$ cat config.mk
export PLATFORM = sky130hd
export DESIGN_NAME = sram_port_ctrl
export DESIGN_NICKNAME = d
export VERILOG_FILES = /design/src/rtl/sram_ctrl_pkg.sv /design/src/rtl/sram_phase_timer.sv /design/src/rtl/sram_seq_fsm.sv /design/src/rtl/sram_datapath.sv /design/src/rtl/sram_port_ctrl.sv
export SDC_FILE = /design/constraint.sdc
export NUM_CORES = 1
export LEC_CHECK = 0
export BUFFER_PORTS_ARGS = -buffer_cell sky130_fd_sc_hd__clkbuf_2
export CAP_MARGIN = 20
export CORE_MARGIN = 1
export CORE_UTILIZATION = 43
export DETAILED_ROUTE_END_ITERATION = 6
export PLACE_DENSITY_LB_ADDON = 0.1
export RECOVER_POWER = 100
export SYNTH_ARGS = -nofsm -noshare
export SYNTH_HDL_FRONTEND = slang
export SYNTH_SLANG_ARGS = --single-unit
$ cat constraint.sdc
create_clock -name clk -period 1.95 [get_ports clk]
set_input_delay 0.39 -clock clk [delete_from_list [all_inputs] [get_ports clk]]
set_output_delay 0.39 -clock clk [all_outputs]
set_load 0.005 [all_outputs]
$ cat src/rtl/sram_ctrl_pkg.sv
package sram_ctrl_pkg;

  typedef enum logic [2:0] {
    PH_IDLE  = 3'd0,
    PH_WSET  = 3'd1,
    PH_WPUL  = 3'd2,
    PH_WREC  = 3'd3,
    PH_RACC  = 3'd4,
    PH_TURN  = 3'd5
  } phase_e;

  function automatic int unsigned max2(input int unsigned a, input int unsigned b);
    return (a > b) ? a : b;
  endfunction

endpackage

$ cat src/rtl/sram_phase_timer.sv
module sram_phase_timer #(
  parameter int CNT_W = 4
) (
  input  logic             clk,
  input  logic             rst_n,
  input  logic             load,
  input  logic [CNT_W-1:0] load_val,
  output logic             expired
);

  logic [CNT_W-1:0] cnt_q, cnt_d;

  always_comb begin
    cnt_d = cnt_q;
    if (load)
      cnt_d = load_val;
    else if (cnt_q != '0)
      cnt_d = cnt_q - 1'b1;
  end

  always_ff @(posedge clk or negedge rst_n) begin
    if (!rst_n)
      cnt_q <= '0;
    else
      cnt_q <= cnt_d;
  end

  assign expired = (cnt_q == '0);


  timer_reload_chk: assert property (@(posedge clk) disable iff (!rst_n)
    (load && load_val != '0) |=> !expired);

endmodule

$ cat src/rtl/sram_seq_fsm.sv
module sram_seq_fsm
  import sram_ctrl_pkg::*;
#(
  parameter int LANES     = 2,
  parameter int CNT_W     = 4,
  parameter int SETUP_CYC = 1,
  parameter int WP_CYC    = 4,
  parameter int HOLD_CYC  = 1,
  parameter int RD_CYC    = 5,
  parameter int TURN_CYC  = 1
) (
  input  logic             clk,
  input  logic             rst_n,
  input  logic             req_valid,
  input  logic             req_write,
  input  logic [LANES-1:0] req_mask,
  input  logic [LANES-1:0] mask_q,
  input  logic             tmr_expired,
  output logic             tmr_load,
  output logic [CNT_W-1:0] tmr_val,
  output logic             accept,
  output logic             capture,
  output logic             ready,
  output logic             done,
  output logic             cs1_n,
  output logic             cs2,
  output logic             we_n,
  output logic             oe_n,
  output logic [LANES-1:0] bsel_n,
  output logic             dq_oe
);

  localparam logic [CNT_W-1:0] SETUP_LD = CNT_W'(SETUP_CYC - 1);
  localparam logic [CNT_W-1:0] WP_LD    = CNT_W'(WP_CYC - 1);
  localparam logic [CNT_W-1:0] HOLD_LD  = CNT_W'(HOLD_CYC - 1);
  localparam logic [CNT_W-1:0] RD_LD    = CNT_W'(RD_CYC - 1);
  localparam logic [CNT_W-1:0] TURN_LD  = CNT_W'(TURN_CYC - 1);

  phase_e state_q, state_d;
  logic   done_d;

  logic             cs1_n_d, cs2_d, we_n_d, oe_n_d, dq_oe_d;
  logic [LANES-1:0] bsel_n_d;
  logic [LANES-1:0] mask_nx;
  logic             busy_nx;

  assign ready  = (state_q == PH_IDLE);
  assign accept = ready && req_valid;

  // next-state logic
  always_comb begin
    state_d  = state_q;
    tmr_load = 1'b0;
    tmr_val  = '0;
    capture  = 1'b0;
    done_d   = 1'b0;
    unique case (state_q)
      PH_IDLE: begin
        if (req_valid) begin
          tmr_load = 1'b1;
          if (req_write) begin
            state_d = PH_WSET;
            tmr_val = SETUP_LD;
          end else begin
            state_d = PH_RACC;
            tmr_val = RD_LD;
          end
        end
      end
      PH_WSET: begin
        if (tmr_expired) begin
          state_d  = PH_WPUL;
          tmr_load = 1'b1;
          tmr_val  = WP_LD;
        end
      end
      PH_WPUL: begin
        if (tmr_expired) begin
          state_d  = PH_WREC;
          tmr_load = 1'b1;
          tmr_val  = HOLD_LD;
        end
      end
      PH_WREC: begin
        if (tmr_expired) begin
          state_d = PH_IDLE;
          done_d  = 1'b1;
        end
      end
      PH_RACC: begin
        if (tmr_expired) begin
          state_d  = PH_TURN;
          capture  = 1'b1;
          done_d   = 1'b1;
          tmr_load = 1'b1;
          tmr_val  = TURN_LD;
        end
      end
      PH_TURN: begin
        if (tmr_expired)
          state_d = PH_IDLE;
      end
      default: state_d = PH_IDLE;
    endcase
  end

  // pin decode from the next phase, so pins are flop outputs
  assign mask_nx = accept ? req_mask : mask_q;
  assign busy_nx = (state_d == PH_WSET) || (state_d == PH_WPUL) ||
                   (state_d == PH_WREC) || (state_d == PH_RACC);

  always_comb begin
    cs1_n_d  = !busy_nx;
    cs2_d    = busy_nx;
    we_n_d   = (state_d != PH_WPUL);
    oe_n_d   = (state_d != PH_RACC);
    dq_oe_d  = (state_d == PH_WSET) || (state_d == PH_WPUL) || (state_d == PH_WREC);
    bsel_n_d = ~(mask_nx & {LANES{busy_nx}});
  end

  // registers
  always_ff @(posedge clk or negedge rst_n) begin
    if (!rst_n) begin
      state_q <= PH_IDLE;
      done    <= 1'b0;
      cs1_n   <= 1'b1;
      cs2     <= 1'b0;
      we_n    <= 1'b1;
      oe_n    <= 1'b1;
      dq_oe   <= 1'b0;
      bsel_n  <= '1;
    end else begin
      state_q <= state_d;
      done    <= done_d;
      cs1_n   <= cs1_n_d;
      cs2     <= cs2_d;
      we_n    <= we_n_d;
      oe_n    <= oe_n_d;
      dq_oe   <= dq_oe_d;
      bsel_n  <= bsel_n_d;
    end
  end


  done_pulse_chk: assert property (@(posedge clk) disable iff (!rst_n)
    done |=> !done);


  idle_standby_chk: assert property (@(posedge clk) disable iff (!rst_n)
    ready |-> (cs1_n && !cs2 && (bsel_n == '1)));


  read_strobe_chk: assert property (@(posedge clk) disable iff (!rst_n)
    !oe_n |-> (we_n && !cs1_n && cs2));


  turn_gap_chk: assert property (@(posedge clk) disable iff (!rst_n)
    (state_q == PH_TURN) |-> (oe_n && !ready));

endmodule

$ cat src/rtl/sram_datapath.sv
module sram_datapath #(
  parameter int ADDR_W = 20,
  parameter int DATA_W = 16,
  parameter int LANES  = 2
) (
  input  logic              clk,
  input  logic              rst_n,
  input  logic              accept,
  input  logic              capture,
  input  logic [ADDR_W-1:0] req_addr,
  input  logic [DATA_W-1:0] req_wdata,
  input  logic [LANES-1:0]  req_mask,
  input  logic [DATA_W-1:0] dq_i,
  output logic [ADDR_W-1:0] addr_q,
  output logic [DATA_W-1:0] wdata_q,
  output logic [LANES-1:0]  mask_q,
  output logic [DATA_W-1:0] rdata_q
);

  localparam int LANE_W = DATA_W / LANES;

  logic [ADDR_W-1:0] addr_d;
  logic [DATA_W-1:0] wdata_d;
  logic [LANES-1:0]  mask_d;

  always_comb begin
    addr_d  = accept ? req_addr  : addr_q;
    wdata_d = accept ? req_wdata : wdata_q;
    mask_d  = accept ? req_mask  : mask_q;
  end

  always_ff @(posedge clk or negedge rst_n) begin
    if (!rst_n) begin
      addr_q  <= '0;
      wdata_q <= '0;
      mask_q  <= '0;
    end else begin
      addr_q  <= addr_d;
      wdata_q <= wdata_d;
      mask_q  <= mask_d;
    end
  end

  for (genvar g = 0; g < LANES; g++) begin : g_lane
    logic [LANE_W-1:0] lane_d, lane_q;

    always_comb begin
      lane_d = lane_q;
      if (capture)
        lane_d = mask_q[g] ? dq_i[g*LANE_W +: LANE_W] : '0;
    end

    always_ff @(posedge clk or negedge rst_n) begin
      if (!rst_n)
        lane_q <= '0;
      else
        lane_q <= lane_d;
    end

    assign rdata_q[g*LANE_W +: LANE_W] = lane_q;


    idle_lane_zero_chk: assert property (@(posedge clk) disable iff (!rst_n)
      (capture && !mask_q[g]) |=> (lane_q == '0));
  end

endmodule

$ cat src/rtl/sram_port_ctrl.sv
module sram_port_ctrl
  import sram_ctrl_pkg::*;
#(
  parameter int ADDR_W    = 20,
  parameter int DATA_W    = 16,
  parameter int SETUP_CYC = 1,
  parameter int WP_CYC    = 4,
  parameter int HOLD_CYC  = 1,
  parameter int RD_CYC    = 5,
  parameter int TURN_CYC  = 1
) (
  input  logic              clk,
  input  logic              rst_n,
  input  logic              req_valid,
  input  logic              req_write,
  input  logic [ADDR_W-1:0] req_addr,
  input  logic [DATA_W-1:0] req_wdata,
  input  logic [DATA_W/8-1:0] req_mask,
  output logic              req_ready,
  output logic              rsp_valid,
  output logic [DATA_W-1:0] rsp_rdata,
  output logic [ADDR_W-1:0] mem_addr,
  output logic              mem_cs1_n,
  output logic              mem_cs2,
  output logic              mem_we_n,
  output logic              mem_oe_n,
  output logic [DATA_W/8-1:0] mem_bsel_n,
  output logic [DATA_W-1:0] mem_dq_o,
  output logic              mem_dq_oe,
  input  logic [DATA_W-1:0] mem_dq_i
);

  localparam int LANES   = DATA_W / 8;
  localparam int MAX_LEN = max2(max2(max2(SETUP_CYC, WP_CYC), max2(HOLD_CYC, RD_CYC)), TURN_CYC);
  localparam int CNT_W   = (MAX_LEN < 2) ? 1 : $clog2(MAX_LEN);

  // reset: asynchronous assert, synchronous release
  logic [1:0] rst_sync_q;
  logic       rst_int_n;

  always_ff @(posedge clk or negedge rst_n) begin
    if (!rst_n)
      rst_sync_q <= 2'b00;
    else
      rst_sync_q <= {rst_sync_q[0], 1'b1};
  end
  assign rst_int_n = rst_sync_q[1];

  logic             tmr_load, tmr_expired, accept, capture;
  logic [CNT_W-1:0] tmr_val;
  logic [LANES-1:0] mask_q;

  sram_phase_timer #(.CNT_W(CNT_W)) u_timer (
    .clk      (clk),
    .rst_n    (rst_int_n),
    .load     (tmr_load),
    .load_val (tmr_val),
    .expired  (tmr_expired)
  );

  sram_seq_fsm #(
    .LANES(LANES), .CNT_W(CNT_W), .SETUP_CYC(SETUP_CYC), .WP_CYC(WP_CYC),
    .HOLD_CYC(HOLD_CYC), .RD_CYC(RD_CYC), .TURN_CYC(TURN_CYC)
  ) u_fsm (
    .clk         (clk),
    .rst_n       (rst_int_n),
    .req_valid   (req_valid),
    .req_write   (req_write),
    .req_mask    (req_mask),
    .mask_q      (mask_q),
    .tmr_expired (tmr_expired),
    .tmr_load    (tmr_load),
    .tmr_val     (tmr_val),
    .accept      (accept),
    .capture     (capture),
    .ready       (req_ready),
    .done        (rsp_valid),
    .cs1_n       (mem_cs1_n),
    .cs2         (mem_cs2),
    .we_n        (mem_we_n),
    .oe_n        (mem_oe_n),
    .bsel_n      (mem_bsel_n),
    .dq_oe       (mem_dq_oe)
  );

  sram_datapath #(.ADDR_W(ADDR_W), .DATA_W(DATA_W), .LANES(LANES)) u_dp (
    .clk       (clk),
    .rst_n     (rst_int_n),
    .accept    (accept),
    .capture   (capture),
    .req_addr  (req_addr),
    .req_wdata (req_wdata),
    .req_mask  (req_mask),
    .dq_i      (mem_dq_i),
    .addr_q    (mem_addr),
    .wdata_q   (mem_dq_o),
    .mask_q    (mask_q),
    .rdata_q   (rsp_rdata)
  );


  bus_drive_excl_chk: assert property (@(posedge clk) disable iff (!rst_int_n)
    mem_dq_oe |-> mem_oe_n);


  we_addr_stable_chk: assert property (@(posedge clk) disable iff (!rst_int_n)
    (!mem_we_n && $past(!mem_we_n)) |-> ($stable(mem_addr) && $stable(mem_dq_o)));


  we_qualified_chk: assert property (@(posedge clk) disable iff (!rst_int_n)
    !mem_we_n |-> (!mem_cs1_n && mem_cs2 && mem_dq_oe && mem_oe_n));


  we_release_hold_chk: assert property (@(posedge clk) disable iff (!rst_int_n)
    $rose(mem_we_n) |-> (mem_dq_oe && !mem_cs1_n));

endmodule

### Yosys cells after proc, flatten, opt, wreduce, memory -nomap -nowiden

Cells that the tools add are included.
W data, S select, Z words.

* register bits after elaboration: 70
* latch bits: 0
* memory bits (writable): 0
* memory bits (read-only): 0
* output and inout port bits: 61
* logic and storage cells: 62
* memories kept: 0

* add/sub/neg operators: 1
* $mul: 0
* divide/modulo/power cells: 0
* $lt $le $gt $ge: 0
* equality and inequality tests: 11
* shift operators: 0
* multiplexer cells: 21
* bitwise gates (word level): 2
* reduce and logical (&&, ||, !) cells: 12

Operators with widths (count)
* $mux W3: 10
* $mux W8: 2
* $pmux W3 S5: 1
* $eq A3 B2 Y1 const B: 4
* $eq A3 B3 Y1 const B: 3
* $eq A3 B1 Y1 const B: 2
* $logic_not A3 Y1: 2
* $pmux W3 S2: 1
* $mux W1: 4
* $mux W2: 2
* $reduce_or A2 Y1: 2
* $logic_or A1 B1 Y1: 3
* $ne A3 B2 Y1 const B: 1
* $ne A3 B3 Y1 const B: 1
* $reduce_bool A3 Y1: 1
* $reduce_or A3 Y1: 1
* $sub A3 B1 Y3 const B: 1
* $and A2 B2 Y2: 1
* $not A2 Y2: 1
* $pmux W1 S2: 1
* $reduce_bool A2 Y1: 1
* $logic_and A1 B1 Y1: 1
* $logic_not A1 Y1: 1

### Depth between registers and ports, before layout

* depth after elaboration: 9
* mapped depth: 7
* gate-level depth less buffers: 6

### Hierarchy

A second synthesis with hierarchy kept.

* cells, all modules: 235
* area, all modules: 3001.6 sq um

Modules (own cells, without submodules)
* sram_datapath: instances 1, cells each 149, area each 2134.5 sq um, sequential area each 1351.3 sq um
* sram_seq_fsm: instances 1, cells each 62, area each 613.1 sq um, sequential area each 281.5 sq um
* sram_phase_timer: instances 1, cells each 21, area each 200.2 sq um, sequential area each 75.1 sq um
* sram_port_ctrl: instances 1, cells each 3, area each 53.8 sq um, sequential area each 50.0 sq um

### Worst setup path after synthesis

OpenSTA, ideal clock, no wires.

* kind: register to register
* from: reg u_timer.cnt_q[0]
* to: reg u_fsm.bsel_n[1]
* arrival: 1604 ps
* data required time: 1853 ps
* path slack: 249 ps
* cell stages (with the launch flop): 8
* path buffers: 1
* cells stage by stage: dfrtp_1 inv_1 ha_1 ha_1 clkbuf_1 a21o_1 a211oi_1 nand2_1

* cells in the longest elaborated chain, start to end: 9

Ends and longest elaborated chain
* start: declaration: RTL line sram_phase_timer.sv:11 `logic [CNT_W-1:0] cnt_q, cnt_d;`
* start signal: assignment: RTL line sram_phase_timer.sv:25 `cnt_q <= cnt_d;`
* $logic_not A3 Y1 (*): RTL line sram_phase_timer.sv:28 `assign expired = (cnt_q == '0);`
* $mux W3 (on tied branches)
* $pmux W3 S5 (*): RTL line sram_seq_fsm.sv:57 `unique case (state_q)`
* $eq A3 B1 Y1 / $eq A3 B2 Y1 (equally long branches): RTL line sram_seq_fsm.sv:109 `assign busy_nx = (state_d == PH_WSET) || (state_d == PH_WPUL) ||`
* $logic_or A1 B1 Y1 (2 in a row): RTL line sram_seq_fsm.sv:109
* $logic_or A1 B1 Y1 (*): RTL line sram_seq_fsm.sv:110 `(state_d == PH_WREC) || (state_d == PH_RACC);`
* via u_fsm.busy_nx: RTL line sram_seq_fsm.sv:45 `logic busy_nx;`
* $and A2 B2 Y2 (*): RTL line sram_seq_fsm.sv:118 `bsel_n_d = ~(mask_nx & {LANES{busy_nx}});`
* $not A2 Y2 (*): RTL line sram_seq_fsm.sv:118
* via u_fsm.bsel_n_d[1]: RTL line sram_seq_fsm.sv:43 `logic [LANES-1:0] bsel_n_d;`
* end signal: assignment: RTL line sram_seq_fsm.sv:140 `bsel_n <= bsel_n_d;`
* end: declaration: RTL line sram_seq_fsm.sv:29 `output logic [LANES-1:0] bsel_n,`

Mark *: on every way through the listed nets, which the timed path passes. The rest lies on a longest branch.
A chain may end at the register's enable or synchronous reset.

### Final worst setup path

* from: reg u_fsm.state_q[1]
* to: out req_ready

* cells in the longest elaborated chain, start to end: 1

Ends and longest elaborated chain
* start: declaration: RTL line sram_seq_fsm.sv:39 `phase_e state_q, state_d;`
* start signal: assignment: RTL line sram_seq_fsm.sv:133 `state_q <= state_d;`
* $logic_not A3 Y1: RTL line sram_seq_fsm.sv:47 `assign ready = (state_q == PH_IDLE);`
* end: declaration: RTL line sram_port_ctrl.sv:19 `output logic req_ready,`

No other way between the ends.

==> reports/qor.yml <==
hold_viol: 0
cts_sinks: 70
synth_flop_cell: "dfrtp_1"
post_cts_resized: 0
crit_fanout: 17
grt_pass1_wl_um: 9460
cts_setup_buffers: 0
firstDrtPassIters: 6
clock_path_buffers: 2
routedWlPerCell_um: 12.9
track_usage_pct: 17.3
clock_skew_ns: 0.00759
placedInstanceArea_um2: 3560
synth_seq_area_share_pct: 61.0
path_class: "reg -> out"
violations: "DRC"
syn_nets: 291
antennaDiodeCount: 0
syn_to_final_growth_pct: 28.4
die_w_um: 83.8
rsz0062_at_grt: "false"
vias: 2069
required_ns: 1.56
gr-total-overflow: 0
min_period_over_period_pct: 89.9
ir_drop_mv: 0.786
synth_cell_types: 35
core-area_um2: 6420
fmaxAchievable_mhz: 570
synth_top_area_cell: "dfrtp_1"
initial_core_util_pct: 44.8
die-height_um: 83.8
avgSynthCellArea_um2: 12.5
setup_ws_ns: 0.197
finalInstanceArea_um2: 3700
p_total_mw: 5.63
grt_pass1_vias: 2044
fin_setup_tns_ns: 0
syn_area_um2: 2880
grt_max_degree: 42
powerDensity_nw_per_um2: 1520
finalSetupViolations: 0
final_antenna_net_count: 0
drc: 22
layout.cells.non_filler: 435
clkTransAtPathRegs_ns: 0.07
yosysWarningCount: 0
crit_arrival_ns: 1.36
htree_levels: 3
min_path_type: "in -> reg"
drtIter0Drc: 65
clk_latency_ns: 0.33
drive_gt1_share_pct: 46.4
place_ws_ns: 0.241
layout.nets: 413
drt-total-wl_um: 5630
rows: 29
vias_per_cell: 4.76
yosys-top-cells-area: "dfrtp_1, mux2_2, nand2_1"
async_flop_share_pct: 100
clockRootBuffer: "clkbuf_8"
cts_tree: "yes"
gp_congestion: 0.739
io_buffer_count: 118
ios: 119
status: "finished with violations"
yosysTopAreaCellShare_pct: 56.5
cts_buffers: 9
hpwl_um: 3980
max-cap-violations: 0
tightest_slew_ns: 0.987
end_kind: "output port"
timing.final.crit_period_ns: 1.75
syn_inst: 231
yosys_register_bits: 70
p_leak_nw: 1.80
slew_viol_final: 0
antenna_found_initial: 0
worst_setup_path_start_kind: "flop"
dieArea_um2: 7030
relSlewSlack_pct: 34.2
dp.cells: 418
synth_edf_count: 0
==> where the power goes <==
part           internal, mW  switching (mW)
combinational          1.07           0.921
sequential             2.12           0.349
clock                 0.632           0.536
==> path summary, 6_finish.rpt <==
| path | start | end | slack (ns) | cells past startpoint |
|---|---|---|---|---|
| hold reg to reg | rst_sync_q[0] | rst_sync_q[1] | 0.35 | 0 |
| setup / recovery | u_fsm.state_q[1] | req_ready | 0.20 | 3 |
| hold / removal | req_wdata[6] | u_dp.wdata_q[6] | 0.29 | 2 |
| setup reg to reg | u_fsm.state_q[1] | u_dp.addr_q[16] | 0.21 | 3 |
| min in group asynchronous | rst_n | rst_sync_q[1] | 0.37 | 2 |
| max in group asynchronous | rst_sync_q[1] | u_fsm.cs1_n | 0.42 | 1 |
==> area by class of cell <==
class | count | area, um^2
tap | 77 | 96.3
multi-input combinational | 140 | 992
timing repair buffer | 127 | 626
inverter | 5 | 18.8
clock buffer | 10 | 138
sequential | 70 | 1760
fill | 588 | 2730
clock inverter | 6 | 68.8
==> worst max-delay path, cell delays in order, from the launching register on <==
cell      delay (ns)
dfrtp_1         0.41
clkbuf_2        0.25
nor3_1          0.23
clkbuf_2        0.14
==> flip-flops by register name, summed over array words and instances, names as in the netlist, 2 cells and up <==
signal and count:
u_dp.addr_q 20, u_dp.g_lane.lane_q 16, u_dp.wdata_q 16, u_fsm.state_q 3
u_timer.cnt_q 3, rst_sync_q 2, u_dp.mask_q 2, u_fsm.bsel_n 2
==> layout by cell type (no fill, tap or decap), types with 3 or more instances in the layout <==
| cell type | synthesis | layout |
|---|---|---|
| o21ai_0 | 20 | 20 |
| a21oi_1 | 7 | 7 |
| inv_1 | 5 | 5 |
| dfstp_2 | 5 | 5 |
| dfrtp_1 | 65 | 65 |
| clkbuf_4 | 0 | 3 |
| nor2_1 | 5 | 5 |
| mux2_2 | 39 | 39 |
| clkbuf_2 | 0 | 96 |
| nor2b_1 | 3 | 3 |
| buf_4 | 0 | 3 |
| clkbuf_8 | 0 | 10 |
| nand2_1 | 38 | 39 |
| clkbuf_1 | 6 | 24 |
==> routing by layer <==
metal	vias up	global-route usage [%]	share of wire, %	wire length [um]
met5	-	0	0	0
met4	0	9.09	1.3	72
met3	6	3.76	5.9	334
met2	68	27.6	48	2710
met1	972	22.1	45	2520
li1	1023	-	-	-
==> cells in the mapped netlist (2+ instances only) <==
cell type  number
a21o_1          2
clkbuf_1        6
nor3b_1         2
buf_6           6
inv_1           5
dfstp_2         5
a21oi_1         7
nand2_1        38
a211oi_1        2
ha_1            2
nor2b_1         3
o21a_1          2
buf_2           3
or2_2           2
mux2_2         39
dfrtp_1        65
nor2_1          5
o21ai_0        20
==> per-stage QoR <==
| step | utilization, % | hold slack (ns) |
|---|---|---|
| final | 57.6 | 0.287 |
| after global routing | 57.6 | 0.262 |
| after CTS | 58.8 | 0.267 |
| after detailed placement | 55.4 | 0.178 |
| after global placement | 55.4 | 0.178 |
| after floorplan | - | 0.0944 |
==> what timing repair did <==
item / 4_1_cts / 5_1_grt
hold endpoints to repair: 2 / 0
setup endpoints to repair: 0 / 0
hold buffers: 1 / 0
==> cell families (layout without fill, tap and decap cells) <==
kind of cell / Yosys count / in the layout / synth area share [%]
flip-flops: 70 / 70 / 61.0
AND/OR/NAND/NOR: 59 / 59 / 10.0
multiplexers: 40 / 40 / 15.8
AO/OA/AOI/OAI: 37 / 37 / 7.38
buffers and inverters: 21 / 148 / 4.43
adder cells (fa/ha/maj): 3 / 3 / 1.22
other: 1 / 1 / 0.130
Note: power is estimated with default switching activity, not from simulation.
